==> src/rtl/dbg2w_pkg.sv <==
package dbg2w_pkg;
  typedef enum logic [2:0] {
    OP_ADDR_WR  = 3'd0,
    OP_ADDR_RD  = 3'd1,
    OP_DATA_WR  = 3'd2,
    OP_DATA_RD  = 3'd3,
    OP_LINK_RST = 3'd4
  } op_e;

  typedef enum logic [3:0] {
    S_IDLE, S_RST, S_START, S_INS, S_LEN, S_SHOUT, S_SHIN, S_WAIT, S_STOP
  } st_e;

  // instruction pair, bit 0 goes on the wire first
  function automatic logic [1:0] ins_bits(op_e op);
    case (op)
      OP_ADDR_WR: ins_bits = 2'b11;
      OP_ADDR_RD: ins_bits = 2'b10;
      OP_DATA_WR: ins_bits = 2'b01;
      default:    ins_bits = 2'b00;
    endcase
  endfunction
endpackage

==> src/rtl/dbg2w_strobe.sv <==
module dbg2w_strobe #(
  parameter int CLKS_PER_US = 8,
  parameter int LOW_US      = 1,
  parameter int HIGH_US     = 1,
  parameter int RST_LOW_US  = 25,
  parameter int RST_HIGH_US = 1
) (
  input  logic clk_i,
  input  logic rst_ni,
  input  logic go_i,
  input  logic long_i,
  output logic sck_o,
  output logic done_o
);
  localparam int LowClks  = LOW_US * CLKS_PER_US;
  localparam int HighClks = HIGH_US * CLKS_PER_US;
  localparam int RLowClks = RST_LOW_US * CLKS_PER_US;
  localparam int RHiClks  = RST_HIGH_US * CLKS_PER_US;
  localparam int MaxA     = (LowClks > HighClks) ? LowClks : HighClks;
  localparam int MaxB     = (RLowClks > RHiClks) ? RLowClks : RHiClks;
  localparam int MaxClks  = (MaxA > MaxB) ? MaxA : MaxB;
  localparam int CW       = $clog2(MaxClks + 1);

  typedef enum logic [1:0] {P_IDLE, P_LOW, P_HIGH} ph_e;

  ph_e           ph_q;
  logic [CW-1:0] cnt_q;
  logic          long_q;

  always_ff @(posedge clk_i or negedge rst_ni) begin
    if (!rst_ni) begin
      ph_q   <= P_IDLE;
      cnt_q  <= '0;
      long_q <= 1'b0;
    end else begin
      unique case (ph_q)
        P_IDLE: if (go_i) begin
          ph_q   <= P_LOW;
          long_q <= long_i;
          cnt_q  <= long_i ? CW'(RLowClks - 1) : CW'(LowClks - 1);
        end
        P_LOW: if (cnt_q == '0) begin
          ph_q  <= P_HIGH;
          cnt_q <= long_q ? CW'(RHiClks - 1) : CW'(HighClks - 1);
        end else cnt_q <= cnt_q - 1'b1;
        P_HIGH: if (cnt_q == '0) ph_q <= P_IDLE;
                else cnt_q <= cnt_q - 1'b1;
        default: ph_q <= P_IDLE;
      endcase
    end
  end

  assign sck_o  = (ph_q != P_LOW);
  assign done_o = (ph_q == P_HIGH) && (cnt_q == '0);
endmodule

==> src/rtl/dbg2w_seq.sv <==
module dbg2w_seq
  import dbg2w_pkg::*;
#(
  parameter int WAIT_TRIES = 20
) (
  input  logic       clk_i,
  input  logic       rst_ni,
  input  logic       req_i,
  input  logic [2:0] op_i,
  input  logic [7:0] wdata_i,
  input  logic       stb_done_i,
  input  logic       sd_i,
  output logic       stb_go_o,
  output logic       stb_long_o,
  output logic       sd_o,
  output logic       sd_oe_o,
  output logic       busy_o,
  output logic       done_o,
  output logic [7:0] rdata_o,
  output logic       err_o
);
  localparam int TW = $clog2(WAIT_TRIES + 1);

  st_e           st_q;
  op_e           op_q;
  logic [7:0]    sh_q, rdata_q;
  logic [2:0]    bit_q;
  logic [TW-1:0] try_q;
  logic          wait_q, go_q, sd_q, oe_q, done_q, err_q;
  logic [1:0]    ins;

  assign ins = ins_bits(op_q);

  always_ff @(posedge clk_i or negedge rst_ni) begin
    if (!rst_ni) begin
      st_q <= S_IDLE;   op_q <= OP_ADDR_WR;
      sh_q <= '0;       rdata_q <= '0;
      bit_q <= '0;      try_q <= '0;
      wait_q <= 1'b0;   go_q <= 1'b0;
      sd_q <= 1'b0;     oe_q <= 1'b0;
      done_q <= 1'b0;   err_q <= 1'b0;
    end else begin
      go_q   <= 1'b0;
      done_q <= 1'b0;
      if (st_q == S_IDLE) begin
        if (req_i) begin
          if (op_i > 3'd4) begin
            done_q  <= 1'b1;
            err_q   <= 1'b1;
            rdata_q <= '0;
          end else begin
            op_q  <= op_e'(op_i);
            st_q  <= (op_i == OP_LINK_RST) ? S_RST : S_START;
            sh_q  <= (op_i == OP_ADDR_WR || op_i == OP_DATA_WR) ? wdata_i : 8'h00;
            bit_q <= '0;
            try_q <= '0;
            oe_q  <= 1'b0;
            sd_q  <= 1'b0;
          end
        end
      end else if (!wait_q) begin
        go_q   <= 1'b1;   // line already set up before the falling edge
        wait_q <= 1'b1;
      end else if (stb_done_i) begin
        wait_q <= 1'b0;
        unique case (st_q)
          S_RST, S_STOP: begin
            st_q    <= S_IDLE;
            done_q  <= 1'b1;
            err_q   <= 1'b0;
            rdata_q <= sh_q;
          end
          S_START: begin
            oe_q  <= 1'b1;
            sd_q  <= ins[0];
            st_q  <= S_INS;
            bit_q <= '0;
          end
          S_INS: if (bit_q == 3'd0) begin
            sd_q  <= ins[1];
            bit_q <= 3'd1;
          end else begin
            bit_q <= '0;
            case (op_q)
              OP_ADDR_WR: begin st_q <= S_SHOUT; sd_q <= sh_q[0]; end
              OP_ADDR_RD: begin st_q <= S_SHIN;  oe_q <= 1'b0;    end
              default:    begin st_q <= S_LEN;   sd_q <= 1'b0;    end
            endcase
          end
          S_LEN: if (bit_q == 3'd0) bit_q <= 3'd1;
          else begin
            bit_q <= '0;
            if (op_q == OP_DATA_WR) begin
              st_q <= S_SHOUT;
              sd_q <= sh_q[0];
            end else begin
              st_q <= S_WAIT;
              oe_q <= 1'b0;
            end
          end
          S_SHOUT: begin
            sh_q <= {1'b0, sh_q[7:1]};
            sd_q <= sh_q[1];
            if (bit_q == 3'd7) begin
              oe_q  <= 1'b0;
              bit_q <= '0;
              st_q  <= (op_q == OP_ADDR_WR) ? S_STOP : S_WAIT;
            end else bit_q <= bit_q + 1'b1;
          end
          S_SHIN: begin
            sh_q <= {sd_i, sh_q[7:1]};
            if (bit_q == 3'd7) st_q <= S_STOP;
            else bit_q <= bit_q + 1'b1;
          end
          S_WAIT: if (sd_i) begin
            bit_q <= '0;
            st_q  <= (op_q == OP_DATA_RD) ? S_SHIN : S_STOP;
          end else if (try_q == TW'(WAIT_TRIES - 1)) begin
            st_q    <= S_IDLE;
            done_q  <= 1'b1;
            err_q   <= 1'b1;
            rdata_q <= '0;
          end else try_q <= try_q + 1'b1;
          default: st_q <= S_IDLE;
        endcase
      end
    end
  end

  assign stb_go_o   = go_q;
  assign stb_long_o = (st_q == S_RST);
  assign sd_o       = sd_q;
  assign sd_oe_o    = oe_q;
  assign busy_o     = (st_q != S_IDLE);
  assign done_o     = done_q;
  assign rdata_o    = rdata_q;
  assign err_o      = err_q;
endmodule

==> src/rtl/dbg2w_master.sv <==
module dbg2w_master #(
  parameter int CLKS_PER_US = 8,
  parameter int WAIT_TRIES  = 20,
  parameter int STB_LOW_US  = 1,
  parameter int STB_HIGH_US = 1,
  parameter int RST_LOW_US  = 25,
  parameter int RST_HIGH_US = 1
) (
  input  logic       clk_i,
  input  logic       rst_ni,
  input  logic       req_i,
  input  logic [2:0] op_i,
  input  logic [7:0] wdata_i,
  output logic       done_o,
  output logic       busy_o,
  output logic [7:0] rdata_o,
  output logic       err_o,
  output logic       sck_o,
  output logic       sd_o,
  output logic       sd_oe_o,
  input  logic       sd_i
);
  logic stb_go, stb_long, stb_done;

  dbg2w_seq #(.WAIT_TRIES(WAIT_TRIES)) u_seq (
    .clk_i, .rst_ni, .req_i, .op_i, .wdata_i,
    .stb_done_i(stb_done), .sd_i,
    .stb_go_o(stb_go), .stb_long_o(stb_long),
    .sd_o, .sd_oe_o, .busy_o, .done_o, .rdata_o, .err_o
  );

  dbg2w_strobe #(
    .CLKS_PER_US(CLKS_PER_US), .LOW_US(STB_LOW_US), .HIGH_US(STB_HIGH_US),
    .RST_LOW_US(RST_LOW_US), .RST_HIGH_US(RST_HIGH_US)
  ) u_stb (
    .clk_i, .rst_ni, .go_i(stb_go), .long_i(stb_long),
    .sck_o, .done_o(stb_done)
  );
endmodule

==> config.mk <==
export PLATFORM = sky130hd
export DESIGN_NAME = dbg2w_master
export DESIGN_NICKNAME = d
export VERILOG_FILES = /design/src/rtl/dbg2w_pkg.sv /design/src/rtl/dbg2w_strobe.sv /design/src/rtl/dbg2w_seq.sv /design/src/rtl/dbg2w_master.sv
export SDC_FILE = /design/constraint.sdc
export NUM_CORES = 1
export LEC_CHECK = 0
export CELL_PAD_IN_SITES_DETAIL_PLACEMENT = 2
export CELL_PAD_IN_SITES_GLOBAL_PLACEMENT = 2
export CORE_MARGIN = 2
export CORE_UTILIZATION = 40
export CTS_BUF_LIST = sky130_fd_sc_hd__clkbuf_4 sky130_fd_sc_hd__clkbuf_8
export CTS_CLUSTER_SIZE = 8
export DETAILED_ROUTE_END_ITERATION = 7
export PLACE_DENSITY_LB_ADDON = 0.1
export SETUP_SLACK_MARGIN = 0.3
export SLEW_MARGIN = 5
export SYNTH_ARGS = -nofsm -noshare
export SYNTH_HDL_FRONTEND = slang
export SYNTH_SLANG_ARGS = --single-unit
==> constraint.sdc <==
create_clock -name clk_i -period 5.4 [get_ports clk_i]
set_input_delay 0.54 -clock clk_i [delete_from_list [all_inputs] [get_ports clk_i]]
set_output_delay 0.54 -clock clk_i [all_outputs]
set_load 0.02 [all_outputs]
==> flow_metrics.env <==
export IMPL_status="finished, final reports clean"
export IMPL_rsz0062_at_grt="no"
export IMPL_synth_edf_count=0
export IMPL_antenna_found_initial=0
export IMPL_fin_nets=367
export IMPL_fp_dieW_um=89.5
export IMPL_synth_seq_cells=47
export IMPL_cp_start_kind="register"
export IMPL_postCtsSetupRepairBufs=0
export IMPL_cap_violations=0
export IMPL_rows=31
export IMPL_drc=0
export IMPL_drive_above_1_share=0.0968
export IMPL_post_route_min_period_ps=3140
export IMPL_criticalPathCategory="reg -> out"
export IMPL_yosysSeqAreaShare=0.402
export IMPL_final_common_cell="dfrtp_1"
export IMPL_p_leak_uw=0.00142
export IMPL_clock_sinks=47
export IMPL_place_inst=433
export IMPL_ys_flop_type="dfrtp_1"
export IMPL_max_slew_margin=0.236
export IMPL_cts_resized_gates=0
export IMPL_htreeDepth=2
export IMPL_p_sw_uw=833
export IMPL_antenna_cells=0
export IMPL_stdcell_count=440
export IMPL_cts_root_buf="clkbuf_8"
export IMPL_crit_arrival_ps=2600
export IMPL_crit_required_ps=4860
export IMPL_syn_nets=343
export IMPL_grt_ovfl_total=0
export IMPL_ant_nets=0
export IMPL_fin_tns_setup_ps=0
export IMPL_final_cell_mix="dfrtp_1, o21ai_0, nor2_1, nand2_1, clkdlybuf4s50_1"
export IMPL_gr_usage_all_layers=0.228
export IMPL_clk_pin_slew_worst_paths_ps=90
export IMPL_switching_share=0.466
export IMPL_max_freq_mhz=319
export IMPL_grt_max_degree=48
export IMPL_finalSetupViolCount=0
export IMPL_finalWirelength_um=8420
export IMPL_die_area_um2=8010
export IMPL_cts_tree="done"
export IMPL_holdWs_ps=437
export IMPL_tightest_slew_ps=1140
export IMPL_power_frac_clock=0.146
export IMPL_async_flop_share=1.00
export IMPL_die_h_um=89.5
export IMPL_pre_cts_ws_ps=2330
export IMPL_netlist_area_um2=2920
export IMPL_p_seq_frac=0.357
export IMPL_hold_violations=0
export IMPL_p_comb_frac=0.498
export IMPL_crit_fanout=22
export IMPL_grt_pass1_vias=2586
export IMPL_dpl_hpwl_um=6220
export IMPL_setup_ws_ps=2260
export IMPL_p_per_area_nw_per_um2=529
export IMPL_fin_skew_ps=8.36
export IMPL_yosysWarnings=0
export IMPL_clock_path_buffers=2
export IMPL_vias=2560
export IMPL_areaGrowthSynthToFinish_pct=15.5
export IMPL_power_internal_uw=956
export IMPL_num_io_pins=29
export IMPL_period_share=0.581
export IMPL_portBuffers=28
export IMPL_avgSynthCellArea_um2=9.22
export IMPL_drt_iter0_drc=65
export IMPL_place_gp_congestion=0.859
export IMPL_grt_first_pass_wirelength_um=13800
export IMPL_netlist_instances=317
export IMPL_wl_per_cell_um=19.1
export IMPL_slew_viol_final=0
export IMPL_initial_core_util=0.407
export IMPL_setup_worst_path_end_class="output pin"
export IMPL_vias_per_cell=5.82
export IMPL_clk_latency_ps=310
export IMPL_first_pass_iters=4
export IMPL_cts_buffers=5
export IMPL_ir_worst_vdd_mv=0.261
export IMPL_synth_cell_types=59
export IMPL_core_area_um2=7180
export IMPL_min_path_type="in -> async"
export IMPL_cts_hold_buffers=0
[synth_stat cells, types with 4 or more instances]
cell type / instances / area (um2)
nand2b_1: 8 / 50.1
nor2_1: 27 / 101
a22oi_1: 4 / 30.0
mux2_2: 15 / 169
o21ai_0: 35 / 175
dfrtp_1: 47 / 1180
clkbuf_1: 8 / 30.0
nand3_1: 16 / 80.1
ha_1: 11 / 138
o211ai_1: 4 / 30.0
mux2i_1: 6 / 60.1
inv_1: 15 / 56.3
a21oi_1: 10 / 50.1
a22o_1: 9 / 78.8
nand2_1: 27 / 101
nor3_1: 10 / 50.1
nor2b_1: 10 / 62.6
[power groups by stage]
stage / sequential [uW] / clock, uW / combinational (uW)
floorplan: 563 / 0 / 687
finish: 638 / 261 / 890
detailed placement: 643 / 0 / 891
global placement: 637 / 0 / 854
global route: 662 / 284 / 998
CTS: 637 / 270 / 897
[flip-flops by register name (all words and copies together), names as in the netlist]
signal,count
u_seq.sd_o,1
u_stb.cnt_q,8
u_seq.rdata_o,8
u_seq.done_o,1
u_seq.sd_oe_o,1
u_seq.stb_go_o,1
u_seq.sh_q,8
u_seq.op_q,3
u_seq.bit_q,3
u_seq.st_q,4
u_stb.ph_q,2
u_seq.try_q,5
u_seq.err_o,1
u_seq.wait_q,1
[layout make-up]
class	instances	area, um2
fill	794	3800
multi-input combinational	243	1640
sequential	47	1180
timing repair buffer	28	275
tap	99	124
clock buffer	5	68.8
inverter	16	60.1
clock inverter	2	37.5
[worst max-delay path: stages, from the launching register on]
cell and delay (ps):
dfrtp_1 660, nor4_4 680, inv_2 320, clkdlybuf4s50_1 620
[metrics by stage]
step	power, uW	area [um2]	utilization
after floorplan	1250	2920	-
final	1790	3380	0.471
after global placement	1490	3270	0.456
after CTS	1800	3380	0.471
after detailed placement	1530	3270	0.456
after global routing	1940	3380	0.471
[logic make-up after synthesis]
logic type / synth area share
simple gates: 0.223
compound gates: 0.194
flops: 0.402
buf+inv: 0.0381
mux: 0.0899
fa+ha+maj: 0.0471
xor+xnor: 0.00599
[routing by layer]
metal,vias to the layer above,part of all wire,global-route usage
li1,1195,-,-
met1,1321,0.47,0.311
met2,38,0.50,0.386
met3,6,0.023,0.0286
met4,0,0.0093,0.0502
met5,-,0,0
[worst paths after layout]
kind | slack (ps) | depth (start not counted) | from | end
setup / recovery | 2260 | 3 | u_seq.st_q[0]$_DFFE_PN0P_ | busy_o
hold / removal | 440 | 1 | rst_ni | u_stb.ph_q[0]$_DFFE_PN0P_
setup reg to reg | 2330 | 5 | u_seq.st_q[0]$_DFFE_PN0P_ | u_seq.sh_q[1]$_DFFE_PN0P_
hold reg to reg | 520 | 1 | u_seq.sd_o$_DFFE_PN0P_ | u_seq.sd_o$_DFFE_PN0P_
max in group asynchronous | 4300 | 1 | rst_ni | u_seq.sd_o$_DFFE_PN0P_
min in group clk_i | 520 | 1 | u_seq.sd_o$_DFFE_PN0P_ | u_seq.sd_o$_DFFE_PN0P_
Power figures use the tool's default switching activity.
